$ cat src/rtl/usb_ls_tx_pkg.sv
package usb_ls_tx_pkg;
  typedef enum logic [2:0] {
    TX_IDLE,
    TX_LEAD_J,
    TX_BITS,
    TX_SE0,
    TX_TAIL_J
  } tx_state_t;

  localparam logic [7:0] SYNC_PATTERN = 8'h80;
  localparam logic       LVL_J        = 1'b0;
endpackage

$ cat src/rtl/usb_ls_bit_timer.sv
module usb_ls_bit_timer #(
  parameter int CLKS_PER_BIT = 8
) (
  input  logic clk,
  input  logic rst,
  input  logic run,
  output logic tick
);
  localparam int CW = (CLKS_PER_BIT > 2) ? $clog2(CLKS_PER_BIT) : 1;
  localparam logic [CW-1:0] LAST = CW'(CLKS_PER_BIT - 1);

  logic [CW-1:0] cnt;

  always_ff @(posedge clk) begin
    if (rst || !run) cnt <= '0;
    else if (cnt == LAST) cnt <= '0;
    else cnt <= cnt + CW'(1);
  end

  assign tick = run && (cnt == LAST);

  // A bit period is never shorter than two clocks, so ticks never touch.
  assert_tick_gap_R6: assert property (@(posedge clk) disable iff (rst)
    tick |=> !tick);
  assert_cnt_bound_R6: assert property (@(posedge clk) disable iff (rst)
    cnt <= LAST);
endmodule

$ cat src/rtl/usb_ls_nrzi.sv
module usb_ls_nrzi #(
  parameter int STUFF_RUN = 6
) (
  input  logic clk,
  input  logic rst,
  input  logic clr,
  input  logic adv,
  input  logic data_bit,
  output logic stuff_due,
  output logic lvl_next
);
  import usb_ls_tx_pkg::*;
  localparam int OW = $clog2(STUFF_RUN + 1);

  logic          lvl;
  logic [OW-1:0] ones;
  logic          flip;

  assign stuff_due = (ones == OW'(STUFF_RUN));
  assign flip      = stuff_due || !data_bit;
  assign lvl_next  = flip ? ~lvl : lvl;

  always_ff @(posedge clk) begin
    if (rst || clr) begin
      lvl  <= LVL_J;
      ones <= '0;
    end else if (adv) begin
      lvl  <= lvl_next;
      ones <= flip ? '0 : ones + OW'(1);
    end
  end

  assert_run_limit_R5: assert property (@(posedge clk) disable iff (rst)
    ones <= OW'(STUFF_RUN));
  assert_stuff_toggles_R5: assert property (@(posedge clk) disable iff (rst)
    (adv && stuff_due && !clr) |=> (lvl != $past(lvl)) && (ones == '0));
endmodule

$ cat src/rtl/usb_ls_tx.sv
module usb_ls_tx #(
  parameter int CLKS_PER_BIT = 8,
  parameter int MIN_BYTES    = 2,
  parameter int MAX_BYTES    = 12,
  parameter int STUFF_RUN    = 6,
  parameter int CNT_W        = $clog2(MAX_BYTES + 1),
  parameter int ADDR_W       = $clog2(MAX_BYTES)
) (
  input  logic              clk,
  input  logic              rst,
  input  logic              start_i,
  input  logic [CNT_W-1:0]  nbytes_i,
  output logic [ADDR_W-1:0] rd_addr_o,
  input  logic [7:0]        rd_data_i,
  output logic              dp_o,
  output logic              dm_o,
  output logic              oe_o,
  output logic              busy_o,
  output logic              done_o
);
  import usb_ls_tx_pkg::*;

  tx_state_t         state;
  logic [7:0]        shreg;
  logic [2:0]        bit_idx;
  logic [CNT_W-1:0]  left;
  logic              last_done;
  logic              se0_second;
  logic              tick, accept, adv, consume, stuff_due, lvl_next;

  usb_ls_bit_timer #(.CLKS_PER_BIT(CLKS_PER_BIT)) u_timer (
    .clk(clk), .rst(rst), .run(state != TX_IDLE), .tick(tick)
  );

  usb_ls_nrzi #(.STUFF_RUN(STUFF_RUN)) u_nrzi (
    .clk(clk), .rst(rst), .clr(accept), .adv(adv),
    .data_bit(shreg[0]), .stuff_due(stuff_due), .lvl_next(lvl_next)
  );

  assign accept  = (state == TX_IDLE) && start_i;
  assign adv     = tick && ((state == TX_LEAD_J) ||
                   ((state == TX_BITS) && (stuff_due || !last_done)));
  assign consume = adv && !stuff_due;
  assign busy_o  = (state != TX_IDLE);

  always_ff @(posedge clk) begin
    if (rst) begin
      state      <= TX_IDLE;
      shreg      <= '0;
      bit_idx    <= '0;
      left       <= '0;
      last_done  <= 1'b0;
      se0_second <= 1'b0;
      rd_addr_o  <= '0;
      dp_o       <= 1'b0;
      dm_o       <= 1'b0;
      oe_o       <= 1'b0;
      done_o     <= 1'b0;
    end else begin
      done_o <= 1'b0;
      case (state)
        TX_IDLE: if (start_i) begin
          state     <= TX_LEAD_J;
          oe_o      <= 1'b1;
          dp_o      <= 1'b0;
          dm_o      <= 1'b1;
          shreg     <= SYNC_PATTERN;
          bit_idx   <= '0;
          left      <= nbytes_i - CNT_W'(1);
          rd_addr_o <= '0;
          last_done <= 1'b0;
        end
        TX_LEAD_J, TX_BITS: begin
          if (adv) begin
            state <= TX_BITS;
            dp_o  <= lvl_next;
            dm_o  <= ~lvl_next;
          end
          if (consume) begin
            bit_idx <= bit_idx + 3'd1;
            if (bit_idx == 3'd7) begin
              if (left == '0) begin
                last_done <= 1'b1;
              end else begin
                shreg     <= rd_data_i;
                left      <= left - CNT_W'(1);
                rd_addr_o <= rd_addr_o + ADDR_W'(1);
              end
            end else begin
              shreg <= {1'b0, shreg[7:1]};
            end
          end
          if (tick && state == TX_BITS && last_done && !stuff_due) begin
            state      <= TX_SE0;
            dp_o       <= 1'b0;
            dm_o       <= 1'b0;
            se0_second <= 1'b0;
          end
        end
        TX_SE0: if (tick) begin
          if (se0_second) begin
            state <= TX_TAIL_J;
            dp_o  <= 1'b0;
            dm_o  <= 1'b1;
          end else begin
            se0_second <= 1'b1;
          end
        end
        TX_TAIL_J: if (tick) begin
          state  <= TX_IDLE;
          oe_o   <= 1'b0;
          dp_o   <= 1'b0;
          dm_o   <= 1'b0;
          done_o <= 1'b1;
        end
        default: state <= TX_IDLE;
      endcase
    end
  end

  assert_count_range_R3: assert property (@(posedge clk) disable iff (rst)
    (start_i && !busy_o) |-> (nbytes_i >= CNT_W'(MIN_BYTES) && nbytes_i <= CNT_W'(MAX_BYTES)));
  assert_released_low_R8: assert property (@(posedge clk) disable iff (rst)
    !oe_o |-> (!dp_o && !dm_o));
  assert_busy_drives_R2: assert property (@(posedge clk) disable iff (rst)
    busy_o |-> oe_o);
  assert_lead_j_R2: assert property (@(posedge clk) disable iff (rst)
    $rose(busy_o) |-> (!dp_o && dm_o));
  assert_done_single_R8: assert property (@(posedge clk) disable iff (rst)
    done_o |=> !done_o);
  assert_done_at_release_R8: assert property (@(posedge clk) disable iff (rst)
    $fell(busy_o) |-> done_o);
  assert_tail_j_R7: assert property (@(posedge clk) disable iff (rst)
    $fell(oe_o) |-> ($past(dm_o) && !$past(dp_o)));
  assert_no_restart_R9: assert property (@(posedge clk) disable iff (rst)
    (busy_o && start_i && !tick) |=> $stable(left) && $stable(rd_addr_o));
endmodule

$ cat config.mk
export PLATFORM = sky130hd
export DESIGN_NAME = usb_ls_tx
export DESIGN_NICKNAME = d
export VERILOG_FILES = /design/src/rtl/usb_ls_tx_pkg.sv /design/src/rtl/usb_ls_bit_timer.sv /design/src/rtl/usb_ls_nrzi.sv /design/src/rtl/usb_ls_tx.sv
export SDC_FILE = /design/constraint.sdc
export NUM_CORES = 1
export LEC_CHECK = 0
export ABC_AREA = 0
export ABC_CLOCK_PERIOD_IN_PS = 2900
export BUFFER_PORTS_ARGS = -buffer_cell sky130_fd_sc_hd__buf_2
export CORE_ASPECT_RATIO = 1.1
export CORE_MARGIN = 1.5
export CORE_UTILIZATION = 55
export CTS_CLUSTER_DIAMETER = 50
export DETAILED_ROUTE_END_ITERATION = 8
export PLACE_DENSITY = 0.85
export SETUP_SLACK_MARGIN = 0.3
export SYNTH_ARGS = -nofsm -noshare
export SYNTH_HDL_FRONTEND = slang
export SYNTH_SLANG_ARGS = --single-unit
$ cat constraint.sdc
create_clock -name clk -period 2.9 [get_ports clk]
set_input_delay 0.435 -clock clk [delete_from_list [all_inputs] [get_ports clk]]
set_output_delay 0.435 -clock clk [all_outputs]
set_load 0.005 [all_outputs]
==> out/qor.tcl <==
set qor(pnr_total_power_mw) 0.877
set qor(antenna_found_initial) 0
set qor(hold_path.class) {input port to flip-flop}
set qor(finish.cell_count_without_fillers) 297
set qor(setup.worst_path.start_class) {flip-flop}
set qor(max_freq_mhz) 425
set qor(placementRows) 22
set qor(layout_worst_path_cycle_share_pct) 81.1
set qor(drive_above_1_share_pct) 17.3
set qor(die_area_um2) 3870
set qor(grt_setup_unrepaired) {no}
set qor(drt_iter0_drc) 99
set qor(cts-hold-fix-buffers) 0
set qor(postSynthCellCount) 227
set qor(most_used_cells_in_the_layout_excluding_fill_and_tap_cells) {35 x sky130_fd_sc_hd__dfxtp_1, 25 x sky130_fd_sc_hd__a21oi_1, 23 x sky130_fd_sc_hd__buf_2, 21 x sky130_fd_sc_hd__nand2_1, 16 x sky130_fd_sc_hd__nor2_1}
set qor(timing.critical_path.to_type) {flip-flop}
set qor(synth-edff-count) 0
set qor(cts_made_buffers) 5
set qor(number_of_global_route_vias_before_repair) 1530
set qor(synth.distinct_cells) 51
set qor(m1WireLength_mm) 1.78
set qor(met3WireLength_um) 178
set qor(finalNetCount) 272
set qor(layout.cells.most_common) {sky130_fd_sc_hd__dfxtp_1}
set qor(fp.dieH_um) 65.1
set qor(worstReg2RegEnd) {shreg[1]$_SDFFE_PP0P_}
set qor(worst_ir_drop_vdd_mv) 0.250
set qor(worstHoldStart) {rd_data_i[7]}
set qor(syn_area_per_cell_um2) 8.48
set qor(detail_route.vias_per_cell) 5.73
set qor(initial_utilization_pct) 57.8
set qor(vias) 1701
set qor(track_usage_pct) 22.9
set qor(result_of_the_run) {complete, no violations}
set qor(drt-pass1-iter-count) 4
set qor(synthesis.nets) 250
set qor(synth.cell_area_um2) 1930
set qor(cts_resized) 0
set qor(post-route-util_pct) 63.8
set qor(finalSetupViolCount) 0
set qor(tightest_slew_ns) 0.659
set qor(cts_num_sinks) 35
set qor(synth_seq_area_share_pct) 36.4
set qor(ant_nets) 0
set qor(timing.reg2reg.setup_slack_ns) 0.55
set qor(core_um2) 3330
set qor(dpl-instance-area_um2) 2070
set qor(drt-wirelength-per-cell_um) 13.4
set qor(timing_worst_setup_path_type) {flip-flop to flip-flop}
set qor(holdPathEnd) {shreg[7]$_SDFFE_PP0P_}
set qor(cap_viol_max_count) 0
set qor(cts_tree) {done}
set qor(io_buffer_count) 23
set qor(flow.area_growth_from_synthesis_pct) 10.3
set qor(clk_transition_reported_paths_ns) 0.11
set qor(grt_max_degree) 33
set qor(post-cts-setup-buffers) 0
set qor(drt-total-wl_mm) 3.97
set qor(placedCellCount) 290
set qor(cts-root-buf) {sky130_fd_sc_hd__clkbuf_4}
set qor(timing.final.max_slew_violations) 0
set qor(hold-path-cell-count) 3
set qor(setup_tns_ns) 0
set qor(pre_cts_slack_ns) 0.453
set qor(timing.reg2reg.worst_path_depth) 5
set qor(cellPowerDensity_nw_per_um2) 413
set qor(cts_buffer_depth) 2
set qor(postLayoutCellArea_um2) 2120
set qor(gp_congestion) 0.848
set qor(clock_tree_skew_after_final_layout_ns) 0.0137
set qor(grt_pass1_wl_mm) 6.76
set qor(whs_ns) 0.376
set qor(clk_lat_worst_skew_ns) 0.34
set qor(met2RoutedLength_mm) 1.93
set qor(grt-ovfl-total) 0
set qor(crit_arrival_ns) 2.61
set qor(number_of_register_bits_inferred_by_synthesis) 35
set qor(remaining_drc_errors) 0
set qor(final_min_period_ns) 2.35
set qor(htree_levels) 2
set qor(top_layer) {met4}
set qor(top_level_ports) 24
set qor(timing.final.ws_setup_ns) 0.548
set qor(synth_top_flop_cell) {sky130_fd_sc_hd__dfxtp_1}
set qor(die_w_um) 59.4
set qor(yosys_warnings) 0
set qor(path_max_fanout) 16
set qor(slew-limit-headroom_pct) 55.7
set qor(critical_path_required_ns) 3.16
set qor(async_reset_ff_share_pct) 0
set qor(finalHoldViolCount) 0
set qor(post-dp-hpwl_mm) 2.91
set qor(antenna_diode_instance_count) 0
set qor(total_leakage_power_nw) 0.802
set qor(critical_path.reg2reg.startpoint) {state[2]$_SDFFE_PP0P_}
==> worst max-delay path by stage <==
stage / startpoint / to / cells past startpoint
3_3_place_gp: state[1]$_SDFFE_PP0P_ / left[2]$_SDFFE_PP0P_ / 8
6_report: state[2]$_SDFFE_PP0P_ / shreg[1]$_SDFFE_PP0P_ / 5
3_5_place_dp: state[1]$_SDFFE_PP0P_ / left[2]$_SDFFE_PP0P_ / 8
4_1_cts: state[1]$_SDFFE_PP0P_ / left[2]$_SDFFE_PP0P_ / 8
5_1_grt: state[1]$_SDFFE_PP0P_ / left[2]$_SDFFE_PP0P_ / 9
2_1_floorplan: bit_idx[0]$_SDFFE_PP0P_ / rd_addr_o[3]$_SDFFE_PP0P_ / 8
==> flip-flops by register name, summed over array words and instances, names as in the netlist <==
name	count
shreg	8
left	4
rd_addr_o	4
bit_idx	3
state	3
u_nrzi.ones	3
u_timer.cnt	3
dm_o	1
done_o	1
dp_o	1
last_done	1
oe_o	1
se0_second	1
u_nrzi.lvl	1
==> report_power, final <==
group / internal (mW) / switching, mW
Sequential: 0.492 / 0.0100
Combinational: 0.0431 / 0.0617
Clock: 0.112 / 0.157
==> per-layer routing <==
metal  track usage, %  up-vias
li1                 -      868
met1             27.4      791
met4             11.1        0
met3             6.19        8
met5                0        -
met2             37.0       34
==> worst max-delay path, stage by stage, from the launching register on <==
cell                      delay (ns)
sky130_fd_sc_hd__dfxtp_1        0.48
sky130_fd_sc_hd__or3b_4         0.46
sky130_fd_sc_hd__a211o_1        0.33
sky130_fd_sc_hd__o31a_1         0.45
sky130_fd_sc_hd__or3_1          0.41
sky130_fd_sc_hd__a21oi_1        0.15
==> cells by family after synthesis <==
| family | share of synthesized area [%] |
|---|---|
| XOR/XNOR | 1.36 |
| AO/OA/AOI/OAI | 20.6 |
| flip-flops | 36.4 |
| AND/OR/NAND/NOR | 26.0 |
| buffers and inverters | 4.09 |
| adder cells (fa/ha/maj) | 5.20 |
| multiplexers | 6.37 |
==> cell type report <==
type | count | area [µm²]
fillers | 286 | 1210
multi-input cells | 176 | 1150
flip-flops and latches | 35 | 701
clock buffers | 6 | 51.3
inverters | 4 | 15.0
well taps | 48 | 60.1
repair buffers | 27 | 145
clock inverters | 1 | 5.00
==> cells in the mapped netlist, drive strengths merged (2+ instances only) <==
cell type / number / area [µm²]
a211o: 2 / 17.5
a21boi: 2 / 15.0
a21oi: 26 / 134
a221oi: 2 / 17.5
a22o: 2 / 17.5
a311oi: 2 / 17.5
a31oi: 2 / 12.5
a41oi: 2 / 17.5
and2: 2 / 12.5
and3: 2 / 12.5
buf: 3 / 30.0
clkbuf: 9 / 33.8
dfxtp: 35 / 701
ha: 8 / 100
inv: 4 / 15.0
mux2: 2 / 22.5
mux2i: 10 / 100
nand2: 21 / 78.8
nand2b: 10 / 62.6
nand3: 5 / 25.0
nand3b: 3 / 22.5
nor2: 16 / 60.1
nor2b: 8 / 50.1
nor3: 6 / 30.0
nor4: 3 / 18.8
o211ai: 2 / 15.0
o21ai: 5 / 25.0
o31ai: 2 / 15.0
or3: 10 / 62.6
or3b: 2 / 20.0
xor2: 2 / 17.5
(Power assumes the default switching activity.)
